### src/rtl/cal_alarm_pkg.sv
package cal_alarm_pkg;
   localparam int NUM_FIELDS = 5;

   typedef enum logic [2:0] {
      FLD_SEC  = 3'd0,
      FLD_MIN  = 3'd1,
      FLD_HOUR = 3'd2,
      FLD_DATE = 3'd3,
      FLD_MON  = 3'd4
   } field_e;
endpackage

### src/rtl/alarm_regs.sv
module alarm_regs
   import cal_alarm_pkg::*;
#(
   parameter int                DATA_W    = 8,
   parameter int                ADDR_W    = 5,
   parameter logic [ADDR_W-1:0] ALM_BASE  = 5'h08,
   parameter logic [ADDR_W-1:0] CTRL_ADDR = 5'h18,
   parameter int                PEN_BIT   = 6,
   parameter logic [DATA_W-1:0] ALM_RST   = '1
) (
   input  logic                                clk,
   input  logic                                rst_n,
   input  logic                                wr_en,
   input  logic [ADDR_W-1:0]                   wr_addr,
   input  logic [DATA_W-1:0]                   wr_data,
   output logic [NUM_FIELDS-1:0][DATA_W-1:0]   alm_q,
   output logic                                pin_en_q
);
   // One register per alarm field, each at its own decoded address.
   for (genvar f = 0; f < NUM_FIELDS; f++) begin : g_field
      localparam logic [ADDR_W-1:0] FIELD_ADDR = ADDR_W'(int'(ALM_BASE) + f);
      always_ff @(posedge clk or negedge rst_n) begin
         if (!rst_n)
            alm_q[f] <= ALM_RST;
         else if (wr_en && wr_addr == FIELD_ADDR)
            alm_q[f] <= wr_data;
      end
   end

   // Pin enable bit in the control register.
   always_ff @(posedge clk or negedge rst_n) begin
      if (!rst_n)
         pin_en_q <= 1'b0;
      else if (wr_en && wr_addr == CTRL_ADDR)
         pin_en_q <= wr_data[PEN_BIT];
   end
endmodule

### src/rtl/alarm_field_match.sv
module alarm_field_match #(
   parameter int DATA_W = 8
) (
   input  logic [DATA_W-1:0] alm,
   input  logic [DATA_W-1:0] now,
   output logic              hit
);
   localparam int VAL_W = DATA_W - 1;

   // The MSB of the time value carries no part of the BCD value.
   logic unused_now_msb;
   assign unused_now_msb = now[DATA_W-1];

   // A set MSB in the alarm register means the field is ignored and always hits.
   always_comb begin
      hit = alm[DATA_W-1] || (alm[VAL_W-1:0] == now[VAL_W-1:0]);
   end
endmodule

### src/rtl/alarm_flag_ctl.sv
module alarm_flag_ctl #(
   parameter int                DATA_W    = 8,
   parameter int                ADDR_W    = 5,
   parameter logic [ADDR_W-1:0] FLAG_ADDR = 5'h00,
   parameter int                FLAG_BIT  = 6
) (
   input  logic              clk,
   input  logic              rst_n,
   input  logic              sec_tick,
   input  logic              all_hit,
   input  logic              wr_en,
   input  logic [ADDR_W-1:0] wr_addr,
   input  logic              wr_flag_bit,
   output logic              flag_q
);
   logic set_evt;
   logic clr_req;

   assign set_evt = sec_tick && all_hit;
   assign clr_req = wr_en && (wr_addr == FLAG_ADDR) && !wr_flag_bit;

   // A set event takes priority over a clear request in the same cycle.
   always_ff @(posedge clk or negedge rst_n) begin
      if (!rst_n)
         flag_q <= 1'b0;
      else if (set_evt)
         flag_q <= 1'b1;
      else if (clr_req)
         flag_q <= 1'b0;
   end
endmodule

### src/rtl/cal_alarm_comparator.sv
module cal_alarm_comparator
   import cal_alarm_pkg::*;
#(
   parameter int                DATA_W         = 8,
   parameter int                ADDR_W         = 5,
   parameter logic [ADDR_W-1:0] FLAG_ADDR      = 5'h00,
   parameter logic [ADDR_W-1:0] CTRL_ADDR      = 5'h18,
   parameter logic [ADDR_W-1:0] ALM_BASE       = 5'h08,
   parameter int                FLAG_BIT       = 6,
   parameter int                PEN_BIT        = 6,
   parameter logic [DATA_W-1:0] ALM_RST        = '1,
   parameter bit                PIN_ACTIVE_LOW = 1'b1
) (
   input  logic              clk,
   input  logic              rst_n,
   input  logic              sec_tick,
   input  logic [DATA_W-1:0] tm_sec,
   input  logic [DATA_W-1:0] tm_min,
   input  logic [DATA_W-1:0] tm_hour,
   input  logic [DATA_W-1:0] tm_date,
   input  logic [DATA_W-1:0] tm_mon,
   input  logic              wr_en,
   input  logic [ADDR_W-1:0] wr_addr,
   input  logic [DATA_W-1:0] wr_data,
   output logic              alarm_flag,
   output logic              alarm_pin
);
   localparam int ALM_LAST = int'(ALM_BASE) + NUM_FIELDS - 1;

   // Elaboration-time parameter checks
   if (DATA_W < 2)
      $error("DATA_W must leave room for a select bit and a value");
   if (FLAG_BIT >= DATA_W || PEN_BIT >= DATA_W)
      $error("flag or pin-enable bit position exceeds DATA_W");
   if (ALM_LAST >= (1 << ADDR_W))
      $error("alarm register window does not fit in the address space");
   if (FLAG_ADDR == CTRL_ADDR)
      $error("flag and control registers share an address");
   if (int'(FLAG_ADDR) >= int'(ALM_BASE) && int'(FLAG_ADDR) <= ALM_LAST)
      $error("flag register overlaps the alarm window");
   if (int'(CTRL_ADDR) >= int'(ALM_BASE) && int'(CTRL_ADDR) <= ALM_LAST)
      $error("control register overlaps the alarm window");

   logic [NUM_FIELDS-1:0][DATA_W-1:0] alm_q;
   logic [NUM_FIELDS-1:0][DATA_W-1:0] now_vec;
   logic [NUM_FIELDS-1:0]             field_hit;
   logic                              pin_en_q;
   logic                              flag_q;

   assign now_vec[int'(FLD_SEC)]  = tm_sec;
   assign now_vec[int'(FLD_MIN)]  = tm_min;
   assign now_vec[int'(FLD_HOUR)] = tm_hour;
   assign now_vec[int'(FLD_DATE)] = tm_date;
   assign now_vec[int'(FLD_MON)]  = tm_mon;

   alarm_regs #(
      .DATA_W   (DATA_W),
      .ADDR_W   (ADDR_W),
      .ALM_BASE (ALM_BASE),
      .CTRL_ADDR(CTRL_ADDR),
      .PEN_BIT  (PEN_BIT),
      .ALM_RST  (ALM_RST)
   ) u_regs (
      .clk     (clk),
      .rst_n   (rst_n),
      .wr_en   (wr_en),
      .wr_addr (wr_addr),
      .wr_data (wr_data),
      .alm_q   (alm_q),
      .pin_en_q(pin_en_q)
   );

   // One comparator per alarm field.
   for (genvar f = 0; f < NUM_FIELDS; f++) begin : g_cmp
      alarm_field_match #(.DATA_W(DATA_W)) u_match (
         .alm(alm_q[f]),
         .now(now_vec[f]),
         .hit(field_hit[f])
      );
   end

   alarm_flag_ctl #(
      .DATA_W   (DATA_W),
      .ADDR_W   (ADDR_W),
      .FLAG_ADDR(FLAG_ADDR),
      .FLAG_BIT (FLAG_BIT)
   ) u_flag (
      .clk        (clk),
      .rst_n      (rst_n),
      .sec_tick   (sec_tick),
      .all_hit    (&field_hit),
      .wr_en      (wr_en),
      .wr_addr    (wr_addr),
      .wr_flag_bit(wr_data[FLAG_BIT]),
      .flag_q     (flag_q)
   );

   assign alarm_flag = flag_q;

   // The pin polarity is chosen by a parameter.
   if (PIN_ACTIVE_LOW) begin : g_pin_low
      assign alarm_pin = !(flag_q && pin_en_q);
   end else begin : g_pin_high
      assign alarm_pin = flag_q && pin_en_q;
   end
endmodule

### config.mk
export PLATFORM = sky130hd
export DESIGN_NAME = cal_alarm_comparator
export DESIGN_NICKNAME = d
export VERILOG_FILES = /design/src/rtl/cal_alarm_pkg.sv /design/src/rtl/alarm_regs.sv /design/src/rtl/alarm_field_match.sv /design/src/rtl/alarm_flag_ctl.sv /design/src/rtl/cal_alarm_comparator.sv
export SDC_FILE = /design/constraint.sdc
export NUM_CORES = 1
export LEC_CHECK = 0
export BUFFER_PORTS_ARGS = -buffer_cell sky130_fd_sc_hd__buf_2
export CAP_MARGIN = 40
export CORE_MARGIN = 2
export CORE_UTILIZATION = 52
export CTS_CLUSTER_SIZE = 12
export DETAILED_ROUTE_END_ITERATION = 10
export PLACE_DENSITY_LB_ADDON = 0.08
export SYNTH_ARGS = -nofsm -noshare
export SYNTH_HDL_FRONTEND = slang
export SYNTH_SLANG_ARGS = --single-unit
### constraint.sdc
create_clock -name clk -period 2.3 [get_ports clk]
set_clock_uncertainty 0.2 [all_clocks]
set_input_delay 0.115 -clock clk [delete_from_list [all_inputs] [get_ports clk]]
set_output_delay 0.115 -clock clk [all_outputs]
set_load 0.005 [all_outputs]
==> results, run 1 <==
- The flow ran to the end, and the final reports show no timing, DRC or antenna violations.
- The initial antenna violation count is 0.
- By area the synthesized netlist is led by sky130_fd_sc_hd__dfstp_2, sky130_fd_sc_hd__mux2_2, sky130_fd_sc_hd__xnor2_1.
- The count of standard-cell rows is 23.
- The final cell count without fillers is 266.
- The die area is 4600 um2.
- The first-pass detailed-route iteration total is 4.
- The total of max-cap violations is 0.
- Of all nets on the critical path, the largest fanout is 2.
- In the routed layout, each cell is associated on average with a via count of 5.26.
- The post-DP HPWL is 3.50 mm.
- Of the available clock period, the critical path in the final layout requires 0.865.
- CTS built an H-tree with a depth of 2.
- The sequential cells in the finished layout cover a total of 1100 um2.
- The final antenna-violating net count is 0.
- The portion of the post-synthesis area used by sequential elements is 0.520.
- The final count of hold timing violations is 0.
- 59 I/O pins were placed.
- The area used by multi-input combinational logic is 1000 um2.
- For the final routed database, the setup TNS stands at 0 ns.
- The cell sitting at the root of the clock tree is a sky130_fd_sc_hd__clkbuf_8.
- Entering global routing, the biggest net connects 29 pins.
- Timing would allow up to 503 MHz.
- The slowest stage of the critical path is the sky130_fd_sc_hd__dfstp_2 cell.
- Setup repair after global routing left no endpoint under its margin.
- The fraction of final layout cells with drive strength greater than 1 is 0.671.
- The worst setup path is captured at a register.
- After synthesis the netlist holds a flip-flop and latch count of 42.
- Dividing the detail-routed wire length by the instance count gives 17.1 um.
- The worst setup path is of the register to register kind.
- STA classifies the critical path startpoint as a register.
- The first global-routing pass estimated 7.34 mm of wire.
- Clock latency on the worst-skew pair, taken at its later pin, is 0.29 ns.
- The post-synthesis area per instance is 14.4 um2.
- The number of different library cells in the post-synthesis netlist is 25.
- The worst endpoint data arrival time is 1.95 ns.
- The total congestion overflow after global routing is 0.
- The register clock-pin slew on the reported worst setup and hold paths is 0.07 ns.
- 0 antenna diodes ended up in the layout.
- The cell count after placement is 249.
- Synthesis handed over a netlist of 147 instances.
- The critical path goes through xnor2_1 > nand4_1 > nor4_1 > o22ai_1 > o41ai_1.
- The floorplan step set the die width to 67.8 um.
- The tightest slew margin relative to the limit is 0.596.
- The critical path buffer and inverter count is 0.
- The post-synthesis cell type with the largest combined area is sky130_fd_sc_hd__dfstp_2.
- The final period demand of the worst path is 1.99 ns.
- The Yosys step of the flow raised 0 warnings.
- The leakage power of the design is 1.14 nW.
- In this design, the stage delay of the slowest critical-path cell is 0.54 ns.
- The count of buffers from port buffering is 53.
- The layout has 310 filler cells.
- Dividing total power by cell area gives a power density of 747 nW/um2.
- The DRC violation total after the first TritonRoute iteration is 54.
- The net count reported at finish is 272.
- The number of max-slew violations in the final report is 0.
- At the worst endpoint, the required time is 2.26 ns.
- The DRC violation count after routing is 0.
- The die height is 67.8 um.
- Counting every sink on the clock net gives 42.
- After floorplanning, the core was sized to cover 3970 um2.
- For the pin with the worst max-slew slack, the measured transition is 0.606 ns.
- TritonCTS built the clock tree.
- The number of endpoints failing setup at the final stage is 0.
- The share of Yosys cell area claimed by the top area cell type is 0.496.
- The initial cell density of the core is 0.533.
- The area growth from synthesis to layout is 23.6%.
- The startpoint of the worst hold path is wr_addr[3].
- The most critical setup path has its startpoint at u_regs.alm_q[17].
- The final route contains 1,399 vias.
- The maximum vdd drop is 0.425 mV.
- The maximum buffer depth of the clock tree is 2.
- The overall global routing resource usage is 0.230.
- The worst register-to-register path begins at u_regs.alm_q[17].
- The number of nets handed over by synthesis was 204.
- The number of buffers created by CTS is 5.
- Among cell families on the critical path, the largest total delay comes from compound AO/OA/AOI/OAI gates.
- The weighted congestion reported at the end of routability-driven placement is 0.736.
- The total detailed-routing wirelength is 4.56 mm.
- The min-delay analysis places its worst path in the category input pin to register.
- The number of gates resized after CTS is 0.
- The via count of the first global-routing pass came to 1,595.
- The cell area that synthesis handed to floorplanning was 2120 um2.
[routing by layer]
metal  vias up  global-route usage  wire (um)
met5         -                   0          0
met4         0               0.113         95
met3         8              0.0400        182
met2        38               0.415       2420
met1       687               0.262       1860
li1        666                   -          -
[cells by family after synthesis]
| logic type | count (synthesis) | share of synthesized area |
|---|---|---|
| flip-flops | 42 | 0.520 |
| AO/OA/AOI/OAI | 5 | 0.0177 |
| buffers and inverters | 2 | 0.00768 |
| multiplexers | 41 | 0.232 |
| XOR/XNOR | 35 | 0.145 |
| AND/OR/NAND/NOR | 22 | 0.0774 |
[sequential cells by signal (all words and copies together), names as in the netlist]
signal / count
u_regs.pin_en_q: 1
u_regs.alm_q: 40
u_flag.flag_q: 1
[layout by cell type, fill, tap and decap left out, drive strengths merged, types with 2 or more instances in the layout]
cell,n
buf,54
xnor2,18
dfstp,40
nand2,4
xor2,17
clkbuf,7
nand3b,2
dfrtp,2
a41oi,2
nand4,3
nor4,5
mux2,41
dlygate4sd3,9
[tightest hold or removal path, delay by kind of cell]
kind | cells | cell delay, ns
and+or+nand+nor | 3 | 0.17
AOI/OAI and AO/OA | 1 | 0.07
buffers and inverters | 1 | 0.10
[layout make-up]
type | count | area share
clock inverter | 1 | 0.00191
multi-input combinational | 103 | 0.382
timing repair buffer | 63 | 0.139
clock buffer | 7 | 0.0330
sequential | 42 | 0.421
tap | 50 | 0.0239
[per-stage QoR]
| step | util | setup WS (ns) | instance area (um2) | power [mW] | hold WS (ns) |
|---|---|---|---|---|---|
| 2_1_floorplan | - | 0.688 | 2120 | 1.34 | -0.381 |
| 3_3_place_gp | 0.613 | 0.481 | 2440 | 1.45 | -0.0458 |
| 3_5_place_dp | 0.613 | 0.302 | 2440 | 1.49 | -0.0418 |
| 4_1_cts | 0.659 | 0.292 | 2620 | 1.99 | 0.00701 |
| 5_1_grt | 0.659 | 0.216 | 2620 | 2.06 | 0.0270 |
| 6_report | 0.659 | 0.310 | 2620 | 1.95 | 0.00850 |
[Yosys cell counts, drive strengths merged]
library cell	number
nand3b	2
and3b	1
nand4	3
mux2	41
o22ai	1
o41ai	1
nand2	4
buf	2
nor3	1
xnor2	18
nor4b	1
and3	1
dfstp	40
a41oi	2
or3	1
nor4	5
nor3b	1
dfrtp	2
o21ai	1
nand3	1
xor2	17
nor2b	1
[power breakdown]
part	total, mW	switching [mW]	internal, mW	leakage [nW]
registers	1.08	0.0953	0.982	0.445
logic	0.403	0.152	0.252	0.645
clock network	0.475	0.233	0.242	0.0482
[timing repair]
item                      4_1_cts  5_1_grt
hold endpoints to repair       37        0
buffers inserted                0        0
hold buffers                    9        0
[path summary, 6_finish.rpt]
check,slack (ns),endpoint,cells past startpoint
max in group asynchronous,1.03,u_regs.alm_q[2],3
min in group asynchronous,0.17,u_regs.pin_en_q,2
worst max-delay path,0.31,u_flag.flag_q,5
worst min register to register,0.35,u_regs.pin_en_q,1
worst min-delay path,0.008,u_flag.flag_q,5
worst max register to register,0.31,u_flag.flag_q,5
No activity file was read; power rests on OpenSTA's default activity.
==> run 2, diff against run 1 <==
--- a/config.mk
+++ b/config.mk
@@ -11,6 +11,7 @@
 export CORE_UTILIZATION = 52
 export CTS_CLUSTER_SIZE = 12
 export DETAILED_ROUTE_END_ITERATION = 10
+export GPL_TIMING_DRIVEN = 0
 export PLACE_DENSITY_LB_ADDON = 0.08
 export SYNTH_ARGS = -nofsm -noshare
 export SYNTH_HDL_FRONTEND = slang
==> constraint.sdc (replaced) <==
create_clock -name clk -period 2.3 [get_ports clk]
set_clock_uncertainty 0.2 [all_clocks]
set_input_delay 0.115 -clock clk [delete_from_list [all_inputs] [get_ports clk]]
set_output_delay 0.115 -clock clk [all_outputs]
set_load 0.05 [all_outputs]
==> run 2 against run 1 <==
  * Clock-buffer cell count down 1
  * Clock power is 4% lower
  * Critical path depth up 2
  * Fmax is 7.3% higher
  * Flip-flop and latch count unchanged
  * Setup slack improved by 0.14 ns
  * First-iteration DRC count shrank 20%
  * Global-route usage decreased by 1.2 points
  * Final cell count is 2.3% higher
  * Power down 0.77%
  * Utilization grew 1.5 points
  * Highest routed layer unchanged
==> results, run 2 (synthesized netlist as in run 1, its figures left out) <==
- The initial antenna violation count was 0 (unchanged).
- The via total after detailed routing was 1,410 (was 1,399).
- The overall global routing resource usage is 0.218 (was 0.230).
- The number of H-tree levels is 2 (unchanged).
- The final cycle utilization of the critical path is 0.806 (was 0.865).
- The maximum vdd drop is 0.523 mV (was 0.425 mV).
- The switching power of the nets came to 0.490 mW (was 0.480 mW).
- The critical path buffer and inverter count came to 3 (was 0).
- The via density per instance is 5.18 (was 5.26).
- The leading cell type in the layout, fill and taps excluded is sky130_fd_sc_hd__buf_2 (unchanged).
- The portion of total power attributed to sequential cells is 0.552 (was 0.551).
- The maximum net fanout on the critical path was 3 (was 2).
- The post-layout total power is 1.94 mW (was 1.95 mW).
- The cell-internal power is 1.45 mW (was 1.48 mW).
- Worst path cell trace: dlygate4sd3_1 > buf_2 > nor4b_2 > dlygate4sd3_1 > nand2_1 > nand2_1 > o41ai_1 (was xnor2_1 > nand4_1 > nor4_1 > o22ai_1 > o41ai_1).
- The count of buffers from port buffering came to 53 (unchanged).
- The register clock-pin slew on the reported worst setup and hold paths is 0.08 ns (was 0.07 ns).
- The type of the worst setup path was input pin to register (was register to register).
- The die outline width is 67.8 um (unchanged).
- The number of endpoints failing setup at the final stage is 0 (unchanged).
- The final antenna-violating net count was 0 (unchanged).
- The net count reported at finish is 278 (was 272).
- The maximum buffer depth of the clock tree is 2 (unchanged).
- The filler cell count in the final layout is 312 (was 310).
- The fraction of final layout cells with drive strength greater than 1 is 0.662 (was 0.671).
- The TritonCTS clock tree was done (unchanged).
- The power share of the combinational group is 0.211 (was 0.206).
- The total detailed-routing wirelength is 4.35 mm (was 4.56 mm).
- The number of buffers created by CTS is 5 (unchanged).
- Highest-count cells in the layout ignoring fill and taps: sky130_fd_sc_hd__buf_2, sky130_fd_sc_hd__dfstp_2, sky130_fd_sc_hd__mux2_2, sky130_fd_sc_hd__xnor2_1, sky130_fd_sc_hd__xor2_1 (unchanged).
- The floorplan core area is 3970 um2 (unchanged).
- The worst endpoint data arrival time is 1.84 ns (was 1.95 ns).
- The weighted congestion reported at the end of routability-driven placement is 0.759 (was 0.736).
- Largest registers: u_regs.alm_q (40), u_flag.flag_q (1), u_regs.pin_en_q (1) (unchanged).
- The total congestion overflow after global routing was 0 (unchanged).
- The startpoint type of the worst setup path is an input pin (was register).
- The number of sinks on the clock net came to 42 (unchanged).
- The final count of hold timing violations is 0 (unchanged).
- The first-pass detailed-route iteration total is 3 (was 4).
- The achievable clock frequency is 539 MHz (was 503 MHz).
- The total power density per cell area is 725 nW/um2 (was 747 nW/um2).
- The number of placed I/O pins is 59 (unchanged).
- The switching share of power is 0.253 (was 0.245).
- The leakage power of the design came to 1.17 nW (was 1.14 nW).
- The slowest cell on the critical path is sky130_fd_sc_hd__dlygate4sd3_1 (was sky130_fd_sc_hd__dfstp_2).
- The insertion delay to the later sink of the worst-skew pair is 0.30 ns (was 0.29 ns).
- The signed area change from the synthesized netlist to the final layout was 26.5% (was 23.6%).
- The first-pass GRT wire length is 6.94 mm (was 7.34 mm).
- The dominant delay contributor by cell family on the critical path is buffers and inverters (was compound AO/OA/AOI/OAI gates).
- The die height is 67.8 um (unchanged).
- The via count of the first global-routing pass is 1,489 (was 1,595).
- The pin count of the biggest net entering global routing was 28 (was 29).
- Setup repair after global routing missed its margin: false (unchanged).
- The tightest slew margin relative to the limit is 0.697 (was 0.596).
- The DRC violation count after routing was 0 (unchanged).
- The critical path required time is 2.28 ns (was 2.26 ns).
- The worst hold path class is input pin to register (unchanged).
- The cell chosen for the clock root is sky130_fd_sc_hd__clkbuf_8 (unchanged).
- The slew at the pin closest to its max-slew limit is 0.455 ns (was 0.606 ns).
- The final period demand of the worst path is 1.85 ns (was 1.99 ns).
- The final-layout setup total negative slack is 0 ns (unchanged).
- The total of max-cap violations is 0 (unchanged).
- The antenna diode count is 0 (unchanged).
- The number of max-slew violations in the final report is 0 (unchanged).
- Run status: finished, final reports clean (unchanged).
- The most flop-heavy register is u_regs.alm_q (unchanged).
- The post-DP HPWL is 3.23 mm (was 3.50 mm).
- The smallest hold slack is 0.0135 ns (was 0.00850 ns).
- The final setup slack of the worst path is 0.446 ns (was 0.310 ns).
- The DRC violation total after the first TritonRoute iteration came to 43 (was 54).
- The flip-flop count of the largest register, all copies and words added came to 40 (unchanged).
- The die area is 4600 um2 (unchanged).
- The clock share of power is 0.236 (was 0.243).
- The final routed wire length divided by cell count came to 16.0 um (was 17.1 um).
- The count of standard-cell rows is 23 (unchanged).
- The element type at the critical path end is a register (unchanged).
- The worst setup slack before clock tree synthesis came to 0.464 ns (was 0.302 ns).
- The number of gates resized after CTS is 0 (unchanged).
- The initial cell density of the core is 0.533 (unchanged).
- The delay of the slowest critical-path stage is 0.60 ns (was 0.54 ns).
==> run 2: repair_timing <==
| item | CTS | global route |
|---|---|---|
| endpoints found under the hold margin | 52 | 0 |
| hold buffers | 13 | 0 |
| setup buffers | 0 | 0 |
==> run 2: final cells by class <==
cell class,count,area [um2],area share
sequential,42,1100,0.411
clock buffer,6,72.6,0.0271
timing repair buffer,67,415,0.155
buffer,2,16.3,0.00607
multi-input combinational,103,1000,0.373
tap,50,62.6,0.0234
clock inverter,2,10.0,0.00374
==> run 2: worst paths after layout <==
check	depth (start not counted)	startpoint	to	slack [ns]
setup reg to reg	5	u_regs.alm_q[27]	u_flag.flag_q	0.47
hold reg to reg	2	u_flag.flag_q	u_flag.flag_q	0.32
hold / removal	2	wr_data[6]	u_regs.alm_q[14]	0.01
setup / recovery	7	wr_addr[0]	u_flag.flag_q	0.45
min in group asynchronous	2	rst_n	u_flag.flag_q	0.07
max in group asynchronous	3	rst_n	u_regs.alm_q[23]	1.28
==> run 2: metal layers <==
metal	track usage	vias up	wire length [um]
met2	0.343	37	2120
met3	0.0650	9	168
li1	-	674	-
met5	0	-	0
met4	0.0950	0	112
met1	0.279	690	1950
==> run 2: worst register-to-register path, cell delays in order, from the launching register on <==
cell	delay, ns
sky130_fd_sc_hd__dfstp_2	0.55
sky130_fd_sc_hd__xnor2_1	0.11
sky130_fd_sc_hd__nand4_1	0.10
sky130_fd_sc_hd__nor4_1	0.25
sky130_fd_sc_hd__o22ai_1	0.17
sky130_fd_sc_hd__o41ai_1	0.36
==> run 2: power by group through the flow <==
stage          combinational, mW  sequential [mW]  clock [mW]
3_5_place_dp               0.396             1.09           0
5_1_grt                    0.450             1.09       0.507
2_1_floorplan              0.276             1.06           0
3_3_place_gp               0.374             1.08           0
4_1_cts                    0.415             1.08       0.475
6_report                   0.410             1.07       0.458
==> run 2: metrics by stage <==
step | utilization | area (um2) | cells
2_1_floorplan | - | 2120 | 147
3_3_place_gp | 0.616 | 2440 | 250
3_5_place_dp | 0.621 | 2460 | 251
4_1_cts | 0.674 | 2680 | 272
5_1_grt | 0.674 | 2680 | 272
6_report | 0.674 | 2680 | 272
==> run 3, diff against run 2 <==
--- a/config.mk
+++ b/config.mk
@@ -8,7 +8,7 @@
 export BUFFER_PORTS_ARGS = -buffer_cell sky130_fd_sc_hd__buf_2
 export CAP_MARGIN = 40
 export CORE_MARGIN = 2
-export CORE_UTILIZATION = 52
+export CORE_UTILIZATION = 47
 export CTS_CLUSTER_SIZE = 12
 export DETAILED_ROUTE_END_ITERATION = 10
 export GPL_TIMING_DRIVEN = 0
==> constraint.sdc (replaced) <==
create_clock -name clk -period 1.6 [get_ports clk]
set_clock_uncertainty 0.2 [all_clocks]
set_input_delay 0.08 -clock clk [delete_from_list [all_inputs] [get_ports clk]]
set_output_delay 0.08 -clock clk [all_outputs]
set_load 0.05 [all_outputs]
==> run 3 against run 2 <==
  * Final cell count increased by 1.1%
  * Routed wire length increased by 4.9%
  * Highest routed layer unchanged
  * Sequential share of layout area decreased by 1.0 points
  * Hold slack improved by 0.056 ns
  * Die area increased by 10%
  * The run now ends with setup timing left
  * Setup slack got worse by 0.57 ns
  * Sequential power increased by 45%
  * First-iteration DRC count decreased by 44%
  * Critical endpoint unchanged
==> results, run 3 (synthesized netlist as in run 1, its figures left out) <==
- The final cell count without fillers is 275 (was 272).
- The insertion delay to the later sink of the worst-skew pair was 0.29 ns (was 0.30 ns).
- Setup repair after global routing missed its margin: true (was false).
- The worst endpoint data arrival time is 1.71 ns (was 1.84 ns).
- The number of sinks on the clock net is 42 (unchanged).
- The maximum vdd drop came to 0.672 mV (was 0.523 mV).
- The first-pass detailed-route iteration total is 4 (was 3).
- The maximum net fanout on the critical path is 2 (was 3).
- The DRC violation count after routing is 0 (unchanged).
- The worst hold path class is input pin to async pin (was input pin to register).
- The initial antenna violation count is 0 (unchanged).
- The fraction of final layout cells with drive strength greater than 1 is 0.677 (was 0.662).
- The final count of hold timing violations is 0 (unchanged).
- The final routed wire length divided by cell count is 16.6 um (was 16.0 um).
- The worst reg-to-reg path cell count is 5 (unchanged).
- The number of buffers created by CTS is 5 (unchanged).
- Based on the critical path, the design can be clocked at up to 581 MHz.
- The checks that failed: setup timing.
- The slew at the pin closest to its max-slew limit is 0.491 ns (was 0.455 ns).
- The leading cell type in the layout, fill and taps excluded is sky130_fd_sc_hd__buf_2 (unchanged).
- The leakage power of the design is 1.19 nW (was 1.17 nW).
- The total detailed-routing wirelength came to 4.56 mm (was 4.35 mm).
- The number of placed I/O pins was 59 (unchanged).
- The startpoint type of the worst setup path is a register (was input pin).
- The die outline width is 71.1 um (was 67.8 um).
- The total placed instance area is 2470 um2 (was 2460 um2).
- The delay of the slowest critical-path stage is 0.55 ns (was 0.60 ns).
- The smallest hold slack is 0.0698 ns (was 0.0135 ns).
- The cell chosen for the clock root is sky130_fd_sc_hd__clkbuf_8 (unchanged).
- The number of H-tree levels was 2 (unchanged).
- The maximum buffer depth of the clock tree came to 2 (unchanged).
- The cell count after placement came to 253 (was 251).
- The signed area change from the synthesized netlist to the final layout is 29.8% (was 26.5%).
- The count of standard-cell rows was 24 (was 23).
- Largest registers: u_regs.alm_q (40), u_flag.flag_q (1), u_regs.pin_en_q (1) (unchanged).
- The critical path required time is 1.59 ns (was 2.28 ns).
- The element type at the critical path end is a register (unchanged).
- The most flop-heavy register is u_regs.alm_q (unchanged).
- The weighted congestion reported at the end of routability-driven placement is 0.747 (was 0.759).
- The setup slack on the worst flop-to-flop path came to -0.12 ns (was 0.47 ns).
- Of the available clock period, the critical path in the final layout requires 1.08.
- The die area is 5060 um2 (was 4600 um2).
- The number of max-slew violations in the final report is 0 (unchanged).
- The count of buffers from port buffering is 53 (unchanged).
- The worst setup path endpoint was u_flag.flag_q (unchanged).
- The TritonCTS clock tree is done (unchanged).
- The type of the worst setup path is register to register (was input pin to register).
- The final antenna-violating net count is 0 (unchanged).
- The register clock-pin slew on the reported worst setup and hold paths was 0.08 ns (about the same).
- The via density per instance was 5.15 (was 5.18).
- The initial cell density of the core is 0.486 (was 0.533).
- The DRC violation total after the first TritonRoute iteration was 24 (was 43).
- The antenna diode count was 0 (unchanged).
- The post-DP HPWL is 3.47 mm (was 3.23 mm).
- The total power density per cell area is 1080 nW/um2 (was 725 nW/um2).
- The pin count of the biggest net entering global routing is 26 (was 28).
- The first-pass GRT wire length is 7.56 mm (was 6.94 mm).
- The utilization after layout is 0.631 (was 0.674).
- The startpoint of the worst setup timing path is u_regs.alm_q[37] (was wr_addr[0]).
- Worst path cell trace: xnor2_1 > nand4_1 > nor4_2 > o21ai_1 > o41ai_2 (was dlygate4sd3_1 > buf_2 > nor4b_2 > dlygate4sd3_1 > nand2_1 > nand2_1 > o41ai_1).
- The flip-flop count of the largest register, all copies and words added is 40 (unchanged).
- The via total after detailed routing is 1,415 (was 1,410).
- The die height came to 71.1 um (was 67.8 um).
- The overall global routing resource usage is 0.199 (was 0.218).
- The total congestion overflow after global routing is 0 (unchanged).
- The number of endpoints failing setup at the final stage was 1 (was 0).
- The worst flop-to-flop path startpoint was u_regs.alm_q[37] (was u_regs.alm_q[27]).
- The final instance area is 2750 um2 (was 2680 um2).
- The worst flop-to-flop path endpoint was u_flag.flag_q (unchanged).
- The tightest slew margin relative to the limit came to 0.672 (was 0.697).
- The floorplan core area was 4350 um2 (was 3970 um2).
- Highest-count cells in the layout ignoring fill and taps: sky130_fd_sc_hd__buf_2, sky130_fd_sc_hd__dfstp_2, sky130_fd_sc_hd__mux2_2, sky130_fd_sc_hd__xnor2_1, sky130_fd_sc_hd__xor2_1 (unchanged).
- The slowest cell on the critical path is sky130_fd_sc_hd__dfstp_2 (was sky130_fd_sc_hd__dlygate4sd3_1).
- The post-layout total power is 2.98 mW (was 1.94 mW).
- Run status: finished, violations left (was finished, final reports clean).
- The total of max-cap violations came to 0 (unchanged).
- After layout, the minimum clock period comes to 1.72 ns.
- The via count of the first global-routing pass was 1,592 (was 1,489).
- The net count reported at finish is 279 (was 278).
- The final setup slack of the worst path is -0.120 ns (was 0.446 ns).
==> run 3: cell types whose count changed in the layout (fill, tap and decap cells not counted), sizes merged <==
cell	change
inv	+1
bufinv	+1
dlygate4sd3	+1
clkbuf	-1
clkinv	-1
==> run 3: worst max-delay path: cells and delay by family (launching register included) <==
family / cells / cell delay, ns
xor+xnor: 1 / 0.11
simple gates: 2 / 0.32
compound gates: 2 / 0.43
flops: 1 / 0.55
==> run 3: through the flow <==
stage / setup slack (ns) / setup TNS, ns
floorplan: 0.0244 / 0
detailed placement: -0.244 / -0.783
finish: -0.120 / -0.120
global placement: -0.194 / -0.197
global route: -0.228 / -0.228
CTS: -0.149 / -0.149
==> run 3: area by class of cell <==
cell class	instances	area, um2
Fill cell	331	1610
Buffer	2	16.3
Tap cell	52	65.1
Sequential cell	42	1100
Multi-Input combinational cell	103	1020
Timing Repair Buffer	68	433
Clock inverter	3	43.8
Clock buffer	5	68.8
==> run 3: worst min path at each step <==
stage	from	to	slack, ns
after floorplan	rst_n	u_flag.flag_q	-0.42
after CTS	tm_sec[2]	u_flag.flag_q	0.04
after global routing	wr_addr[4]	u_regs.alm_q[26]	0.08
final	rst_n	u_regs.pin_en_q	0.07
after detailed placement	rst_n	u_regs.pin_en_q	-0.15
after global placement	rst_n	u_regs.pin_en_q	0.04
==> run 3: power by group <==
group	total [mW]	internal, mW	switching [mW]
clock network	0.826	0.467	0.359
registers	1.55	1.41	0.137
logic	0.606	0.375	0.231
total	2.98	2.25	0.727
==> run 3: routing by layer <==
layer | GRT usage | part of all wire
met3 | 0.0313 | 0.034
met5 | 0 | 0
met2 | 0.339 | 0.51
met1 | 0.249 | 0.43
met4 | 0.0943 | 0.025
==> run 3: what timing repair did <==
item | CTS | global route
gates resized for setup | 3 | 1
endpoints found under the hold margin | 59 | 0
setup endpoints to repair | 1 | 1
cloned | 0 | 0
hold buffers | 14 | 0
pin swaps | 4 | 1
setup buffers | 0 | 0
